<file path="src/rtl/lcd_pkg.sv">
package lcd_pkg;

  typedef enum logic [1:0] {
    SPD_SUB  = 2'b00,
    SPD_SLOW = 2'b01,
    SPD_MED  = 2'b10,
    SPD_RSVD = 2'b11
  } spd_e;

  localparam logic [3:0] CMD_IO_RD = 4'h2;
  localparam logic [3:0] CMD_IO_WR = 4'h3;

  typedef struct packed {
    logic       active;
    logic [2:0] clk_no;
  } decision_t;

endpackage

</file>
<file path="src/rtl/lcd_range_hit.sv">
module lcd_range_hit #(
  parameter int ADDR_W = 32,
  parameter logic [31:0] LO = 32'h0,
  parameter logic [31:0] HI = 32'h0
) (
  input  logic [ADDR_W-1:0] addr,
  output logic              hit
);
  localparam logic [ADDR_W-1:0] LO_W = LO[ADDR_W-1:0];
  localparam logic [ADDR_W-1:0] HI_W = HI[ADDR_W-1:0];

  always_comb hit = (addr >= LO_W) && (addr <= HI_W);
endmodule

</file>
<file path="src/rtl/lcd_addr_decode.sv">
module lcd_addr_decode
  import lcd_pkg::*;
#(
  parameter int ADDR_W      = 32,
  parameter int LEGACY_BITS = 10,
  parameter int SUB_CLK     = 4,
  parameter int SLOW_CLK    = 3,
  parameter int MED_CLK     = 2,
  parameter int DMA_CLK     = 2
) (
  input  logic [ADDR_W-1:0] addr,
  input  logic [3:0]        cmd,
  input  logic [1:0]        cfg_speed,
  input  logic              cfg_rej_pri,
  input  logic              cfg_rej_sec,
  input  logic              cfg_dma_en,
  output decision_t         dec
);
  // Disk-port exclusion groups: index 0 primary, 1 secondary.
  localparam logic [31:0] BLK_LO [2] = '{32'h01F0, 32'h0170};
  localparam logic [31:0] BLK_HI [2] = '{32'h01F7, 32'h0177};
  localparam logic [31:0] ONE_AD [2] = '{32'h03F6, 32'h0376};

  logic       is_io;
  logic       in_legacy;
  logic       dma_hit;
  logic [1:0] grp_hit;
  logic [1:0] grp_rej;

  always_comb begin
    is_io     = (cmd == CMD_IO_RD) || (cmd == CMD_IO_WR);
    in_legacy = (addr[ADDR_W-1:LEGACY_BITS] == '0);
    grp_rej   = {cfg_rej_sec, cfg_rej_pri};
  end

  for (genvar g = 0; g < 2; g++) begin : g_grp
    logic blk_hit;
    logic one_hit;
    lcd_range_hit #(.ADDR_W(ADDR_W), .LO(BLK_LO[g]), .HI(BLK_HI[g])) u_blk (
      .addr(addr), .hit(blk_hit));
    lcd_range_hit #(.ADDR_W(ADDR_W), .LO(ONE_AD[g]), .HI(ONE_AD[g])) u_one (
      .addr(addr), .hit(one_hit));
    always_comb grp_hit[g] = blk_hit | one_hit;
  end

  lcd_range_hit #(.ADDR_W(ADDR_W), .LO(32'h0480), .HI(32'h048F)) u_dma (
    .addr(addr), .hit(dma_hit));

  always_comb begin
    dec.active = 1'b0;
    dec.clk_no = 3'(SUB_CLK);
    if (is_io && cfg_dma_en && dma_hit) begin
      dec.active = 1'b1;
      dec.clk_no = 3'(DMA_CLK);
    end else if (is_io && in_legacy && ((grp_hit & grp_rej) == 2'b00)) begin
      case (spd_e'(cfg_speed))
        SPD_MED:  begin dec.active = 1'b1; dec.clk_no = 3'(MED_CLK);  end
        SPD_SLOW: begin dec.active = 1'b1; dec.clk_no = 3'(SLOW_CLK); end
        default:  begin dec.active = 1'b0; dec.clk_no = 3'(SUB_CLK);  end
      endcase
    end
  end
endmodule

</file>
<file path="src/rtl/lcd_claim_timer.sv">
module lcd_claim_timer
  import lcd_pkg::*;
#(
  parameter int SUB_CLK = 4,
  parameter int CNT_W   = $clog2(SUB_CLK + 1)
) (
  input  logic      clk,
  input  logic      rst,
  input  logic      start,
  input  decision_t dec,
  input  logic      ext_claim,
  output logic      claim_o,
  output logic      active_o
);
  typedef enum logic {ST_IDLE, ST_WAIT} st_e;

  st_e              state;
  logic [CNT_W-1:0] cnt;
  logic [CNT_W-1:0] tgt_q;
  logic             act_pend;
  logic             claim_q;
  logic             act_q;

  always_ff @(posedge clk) begin
    if (rst) begin
      state    <= ST_IDLE;
      cnt      <= '0;
      tgt_q    <= '0;
      act_pend <= 1'b0;
      claim_q  <= 1'b0;
      act_q    <= 1'b0;
    end else begin
      claim_q <= 1'b0;
      act_q   <= 1'b0;
      case (state)
        ST_IDLE: begin
          if (start && !claim_q) begin
            if (dec.clk_no <= 3'd2) begin
              claim_q <= 1'b1;
              act_q   <= dec.active;
            end else begin
              state    <= ST_WAIT;
              cnt      <= CNT_W'(2);
              tgt_q    <= CNT_W'(dec.clk_no);
              act_pend <= dec.active;
            end
          end
        end
        ST_WAIT: begin
          if (ext_claim && !act_pend) begin
            state <= ST_IDLE;
          end else if (cnt + 1'b1 == tgt_q) begin
            claim_q <= 1'b1;
            act_q   <= act_pend;
            state   <= ST_IDLE;
          end else begin
            cnt <= cnt + 1'b1;
          end
        end
        default: state <= ST_IDLE;
      endcase
    end
  end

  assign claim_o  = claim_q;
  assign active_o = act_q;

  // a claim strobe never lasts two cycles
  assert_single_strobe_R11: assert property (@(posedge clk) disable iff (rst)
    claim_q |=> !claim_q);
  // the active flag only appears with a strobe
  assert_active_with_claim_R3: assert property (@(posedge clk) disable iff (rst)
    act_q |-> claim_q);
  // waiting never overruns the target clock
  assert_wait_bound_R5: assert property (@(posedge clk) disable iff (rst)
    (state == ST_WAIT) |-> (cnt < tgt_q));
  // an external claim while a subtractive claim waits drops it
  assert_ext_cancel_R9: assert property (@(posedge clk) disable iff (rst)
    (state == ST_WAIT && ext_claim && !act_pend) |=> (!claim_q && state == ST_IDLE));
endmodule

</file>
<file path="src/rtl/legacy_claim_decoder.sv">
module legacy_claim_decoder
  import lcd_pkg::*;
#(
  parameter int ADDR_W      = 32,
  parameter int LEGACY_BITS = 10,
  parameter int SUB_CLK     = 4,
  parameter int SLOW_CLK    = 3,
  parameter int MED_CLK     = 2,
  parameter int DMA_CLK     = 2
) (
  input  logic              clk,
  input  logic              rst,
  input  logic              start_n,
  input  logic [3:0]        cmd,
  input  logic [ADDR_W-1:0] addr,
  input  logic [1:0]        cfg_speed,
  input  logic              cfg_rej_pri,
  input  logic              cfg_rej_sec,
  input  logic              cfg_dma_en,
  input  logic              ext_claim,
  output logic              claim_o,
  output logic              claim_active_o,
  output logic              fwd_o
);
  decision_t dec;
  logic      fwd_q;

  lcd_addr_decode #(
    .ADDR_W(ADDR_W), .LEGACY_BITS(LEGACY_BITS), .SUB_CLK(SUB_CLK),
    .SLOW_CLK(SLOW_CLK), .MED_CLK(MED_CLK), .DMA_CLK(DMA_CLK)
  ) u_dec (
    .addr(addr), .cmd(cmd), .cfg_speed(cfg_speed), .cfg_rej_pri(cfg_rej_pri),
    .cfg_rej_sec(cfg_rej_sec), .cfg_dma_en(cfg_dma_en), .dec(dec));

  lcd_claim_timer #(.SUB_CLK(SUB_CLK)) u_tmr (
    .clk(clk), .rst(rst), .start(!start_n), .dec(dec), .ext_claim(ext_claim),
    .claim_o(claim_o), .active_o(claim_active_o));

  always_ff @(posedge clk) begin
    if (rst) fwd_q <= 1'b0;
    else     fwd_q <= claim_o;
  end
  assign fwd_o = fwd_q;

  // every strobe is followed by a forward pulse
  assert_fwd_after_claim_R10: assert property (@(posedge clk) disable iff (rst)
    claim_o |=> fwd_o);
  // no forward pulse without a strobe before it
  assert_fwd_has_claim_R10: assert property (@(posedge clk) disable iff (rst)
    fwd_o |-> $past(claim_o));
  // a positive decision is only made for I/O commands
  assert_active_io_only_R2: assert property (@(posedge clk) disable iff (rst)
    (!start_n && dec.active) |-> (cmd == CMD_IO_RD || cmd == CMD_IO_WR));
endmodule

</file>
<file path="config.mk">
export PLATFORM = sky130hd
export DESIGN_NAME = legacy_claim_decoder
export DESIGN_NICKNAME = d
export VERILOG_FILES = /design/src/rtl/lcd_pkg.sv /design/src/rtl/lcd_range_hit.sv /design/src/rtl/lcd_addr_decode.sv /design/src/rtl/lcd_claim_timer.sv /design/src/rtl/legacy_claim_decoder.sv
export SDC_FILE = /design/constraint.sdc
export NUM_CORES = 1
export LEC_CHECK = 0
export BUFFER_PORTS_ARGS = -buffer_cell sky130_fd_sc_hd__buf_2
export CAP_MARGIN = 20
export CELL_PAD_IN_SITES_DETAIL_PLACEMENT = 0
export CELL_PAD_IN_SITES_GLOBAL_PLACEMENT = 1
export CORE_AREA = 5 5 51 64
export DETAILED_ROUTE_END_ITERATION = 10
export DIE_AREA = 0 0 56 69
export PLACE_DENSITY_LB_ADDON = 0.3
export REMOVE_ABC_BUFFERS = 1
export SYNTH_ARGS = -nofsm -noshare
export SYNTH_HDL_FRONTEND = slang
export SYNTH_SLANG_ARGS = --single-unit
</file>
<file path="constraint.sdc">
create_clock -name clk -period 3.6 [get_ports clk]
set_input_delay 0 -clock clk [delete_from_list [all_inputs] [get_ports clk]]
set_output_delay 0 -clock clk [all_outputs]
set_load 0.02 [all_outputs]
</file>
==> impl_metrics.csv <==
group,metric,value,unit
run_status,status,"completed",
die,die_w,56,um
synthesis,synth_flop_cell,"dfxtp_1",
detailed_routing,drc,0,
global_route,gr-usage-met1,11.3,%
pwr,p_total,254,uW
min_path,min_to,"u_tmr.state",
clock_network,clockRootBuffer,"clkbuf_4",
finish,final_nets,179,
detailed_routing,detail_route.iter0.violations,9,
detailed_routing,avgRoutedWirePerCell,11.3,um
setup_path,required,3.77,ns
global_route,grt_pass1_vias,852,
global_route,antenna_found_initial,0,
placed_design,port_buffers,46,
finish,multi_input_area,524,um^2
pwr,p_leak,0.000422,uW
die,die_area,3860,um^2
finish,n_antenna_cell,0,
synthesis,synthCells,82,
clock_network,cts_buffers,3,
sta,skew,0.00428,ns
synthesis,netlist_area,743,um^2
clock_network,cts.clk_slew.worst_paths,0.06,ns
min_path,hold_depth,2,
detailed_routing,routed_wl,1860,um
min_path,worst_hold_path_type,"primary input to register",
sta,tightest_slew,0.389,ns
setup_path,startpoint_type,"register",
sta,setup_viol,0,
synthesis,synth-async-reset-ratio,0,%
die,io_pins,48,
clock_network,clock_latency,0.25,ns
synthesis,yosys.area.top_type,"dfxtp_1",
setup_path,rr_worst_depth,7,
synthesis,synth-edff-count,0,
die,rows,21,
synthesis,yosys_warnings,0,
finish,syn_to_final_growth,39.2,%
detailed_routing,dr_total_vias,787,
finish,drive_above_1_share,46.9,%
finish,fillCellCount,279,
global_route,grt_usage,10.1,%
clock_network,cts_tree,"done",
setup_path,rr_startpoint,"u_tmr.cnt[0]",
clock_network,max-clock-path-buffers,2,
global_route,grt_overflow,0,
setup_path,r2r-end,"u_tmr.cnt[1]",
pwr,powerDensity,245,nW/um^2
clock_network,cts_resized,0,
sta,finalCriticalPeriod,1.83,ns
global_route,gr-usage-met2,18.1,%
placed_design,pre_cts_ws,1.75,ns
clock_network,cts_hold_buf,0,
clock_network,htreeDepth,1,
finish,seqCellArea,200,um^2
synthesis,yosysSeqAreaShare,26.9,%
clock_network,cts_num_sinks,10,
setup_path,end_kind,"register",
global_route,grt_first_pass_wirelength,3280,um
setup_path,crit_fanout,7,
global_route,grt.busiest_layer,"met2",
synthesis,synth-seq-cells,10,
synthesis,synth_area_per_cell,9.06,um^2
pwr,irDropWorstVdd,0.0942,mV
sta,setup_ws,1.77,ns
setup_path,arrival,2.00,ns
die,dieHeight,69,um
setup_path,rrSetupSlack,1.77,ns
setup_path,worstSetupPathType,"register to register",
placed_design,dp_hpwl,1690,um
synthesis,synth_top_area_share,26.9,%
detailed_routing,drtPass1Iterations,4,
synthesis,synth_cell_type_count,36,
sta,relSlewSlack,74.0,%
sta,finalCritPeriodShare,50.8,%
min_path,hold_start,"rst",
sta,fmax,0.547,GHz
sta,finalHoldViolations,0,
clock_network,cts_setup_buffers,0,
global_route,grt_use_met3,2.99,%
synthesis,synthTopCellsByArea,"dfxtp_1, nor4_4, a21oi_1, xnor2_1, ha_1",
detailed_routing,antenna_left,0,
die,start_util,28.6,%
sta,maxSlewViolCount,0,
placed_design,routabilityCongestion,0.728,
sta,grt_setup_unrepaired,"false",
die,core_area,2600,um^2
detailed_routing,viasPerCell,4.80,
job,max-cap-violations,0,
global_route,grt_max_degree,13,
sta,timing.setup.tns,0,ns
==> critical path: stages (launching register included) <==
cell and delay [ns]:
dfxtp_1 0.34, ha_1 0.25, xnor2_1 0.14, xnor2_1 0.13, nor3_1 0.25, nand2b_1 0.30, nor3b_1 0.09, a211oi_1 0.22
==> layer usage <==
layer | share of wire [%] | wire [um] | vias up
met5 | 0 | 0 | -
met4 | 0.70 | 13 | 0
met3 | 9.4 | 174 | 2
met2 | 52 | 960 | 36
met1 | 38 | 709 | 339
li1 | - | - | 410
==> per-stage QoR <==
stage | utilization, % | cell area, um^2 | hold slack, ns | cells
after floorplan | - | 739 | 0.0691 | 81
after CTS | 39.8 | 1030 | 0.0620 | 164
after global placement | 38.9 | 1010 | 0.335 | 161
final | 39.8 | 1030 | 0.0734 | 164
after global routing | 39.8 | 1030 | 0.0834 | 164
after detailed placement | 38.9 | 1010 | 0.336 | 161
==> final cells by class <==
type	instances	share of cell area [%]
multi-input combinational	67	50.7
timing repair buffer	46	22.2
clock buffer	3	2.18
sequential	10	19.3
inverter	4	1.45
tap	34	4.11
==> where the power goes <==
part / internal [uW] / switching (uW)
Combinational: 34.1 / 30.1
Clock: 38.4 / 33.4
Sequential: 115 / 3.30
==> Yosys cell counts, types with 2 or more instances <==
library cell and instances:
xnor2_1 3, nand2_1 6, dfxtp_1 10, a21oi_1 6, nor4_2 2, nor2b_1 2, a211oi_1 3, nand3_1 4
nor4_1 3, nor2_1 4, inv_1 4, nor3_1 4, nand2b_1 4, ha_1 2, nand4b_1 2, nor4_4 3
==> sequential cells by signal (all words and copies together), names as in the netlist <==
signal          flops
u_tmr.claim_o       1
u_tmr.active_o      1
u_tmr.state         1
u_tmr.tgt_q         3
u_tmr.cnt           3
fwd_o               1
==> placed cells by master, fill, tap and decap left out, types with 3 or more instances in the layout <==
cell      instances
dfxtp_1          10
nor3_1            4
clkbuf_4          3
nor4_1            3
nor2_1            4
nand2_1           6
nand3_1           4
nand2b_1          4
inv_1             4
buf_2            46
a211oi_1          3
nor4_4            3
a21oi_1           6
xnor2_1           3
==> how the worst max path moves through the flow <==
| stage | start | cells after the start | endpoint | slack (ns) |
|---|---|---|---|---|
| after floorplan | u_tmr.cnt[0] | 6 | u_tmr.cnt[2] | 1.98 |
| after global placement | u_tmr.cnt[0] | 7 | u_tmr.cnt[2] | 1.82 |
| after detailed placement | u_tmr.cnt[0] | 6 | u_tmr.cnt[1] | 1.75 |
| after CTS | u_tmr.cnt[0] | 6 | u_tmr.cnt[1] | 1.74 |
| after global routing | u_tmr.cnt[0] | 7 | u_tmr.cnt[1] | 1.63 |
| final | u_tmr.cnt[0] | 7 | u_tmr.cnt[1] | 1.77 |
==> cells by family (layout without fill, tap and decap cells) <==
family | count (synthesis) | after routing | synth area share [%]
xor gates and xnor gates | 4 | 4 | 4.71
DFF | 10 | 10 | 26.9
buffers and inverters | 5 | 53 | 2.52
adders and majority gates | 2 | 2 | 3.37
AOI/OAI and AO/OA | 16 | 16 | 15.2
and+or+nand+nor | 45 | 45 | 47.3
Power figures use the tool's default switching activity.
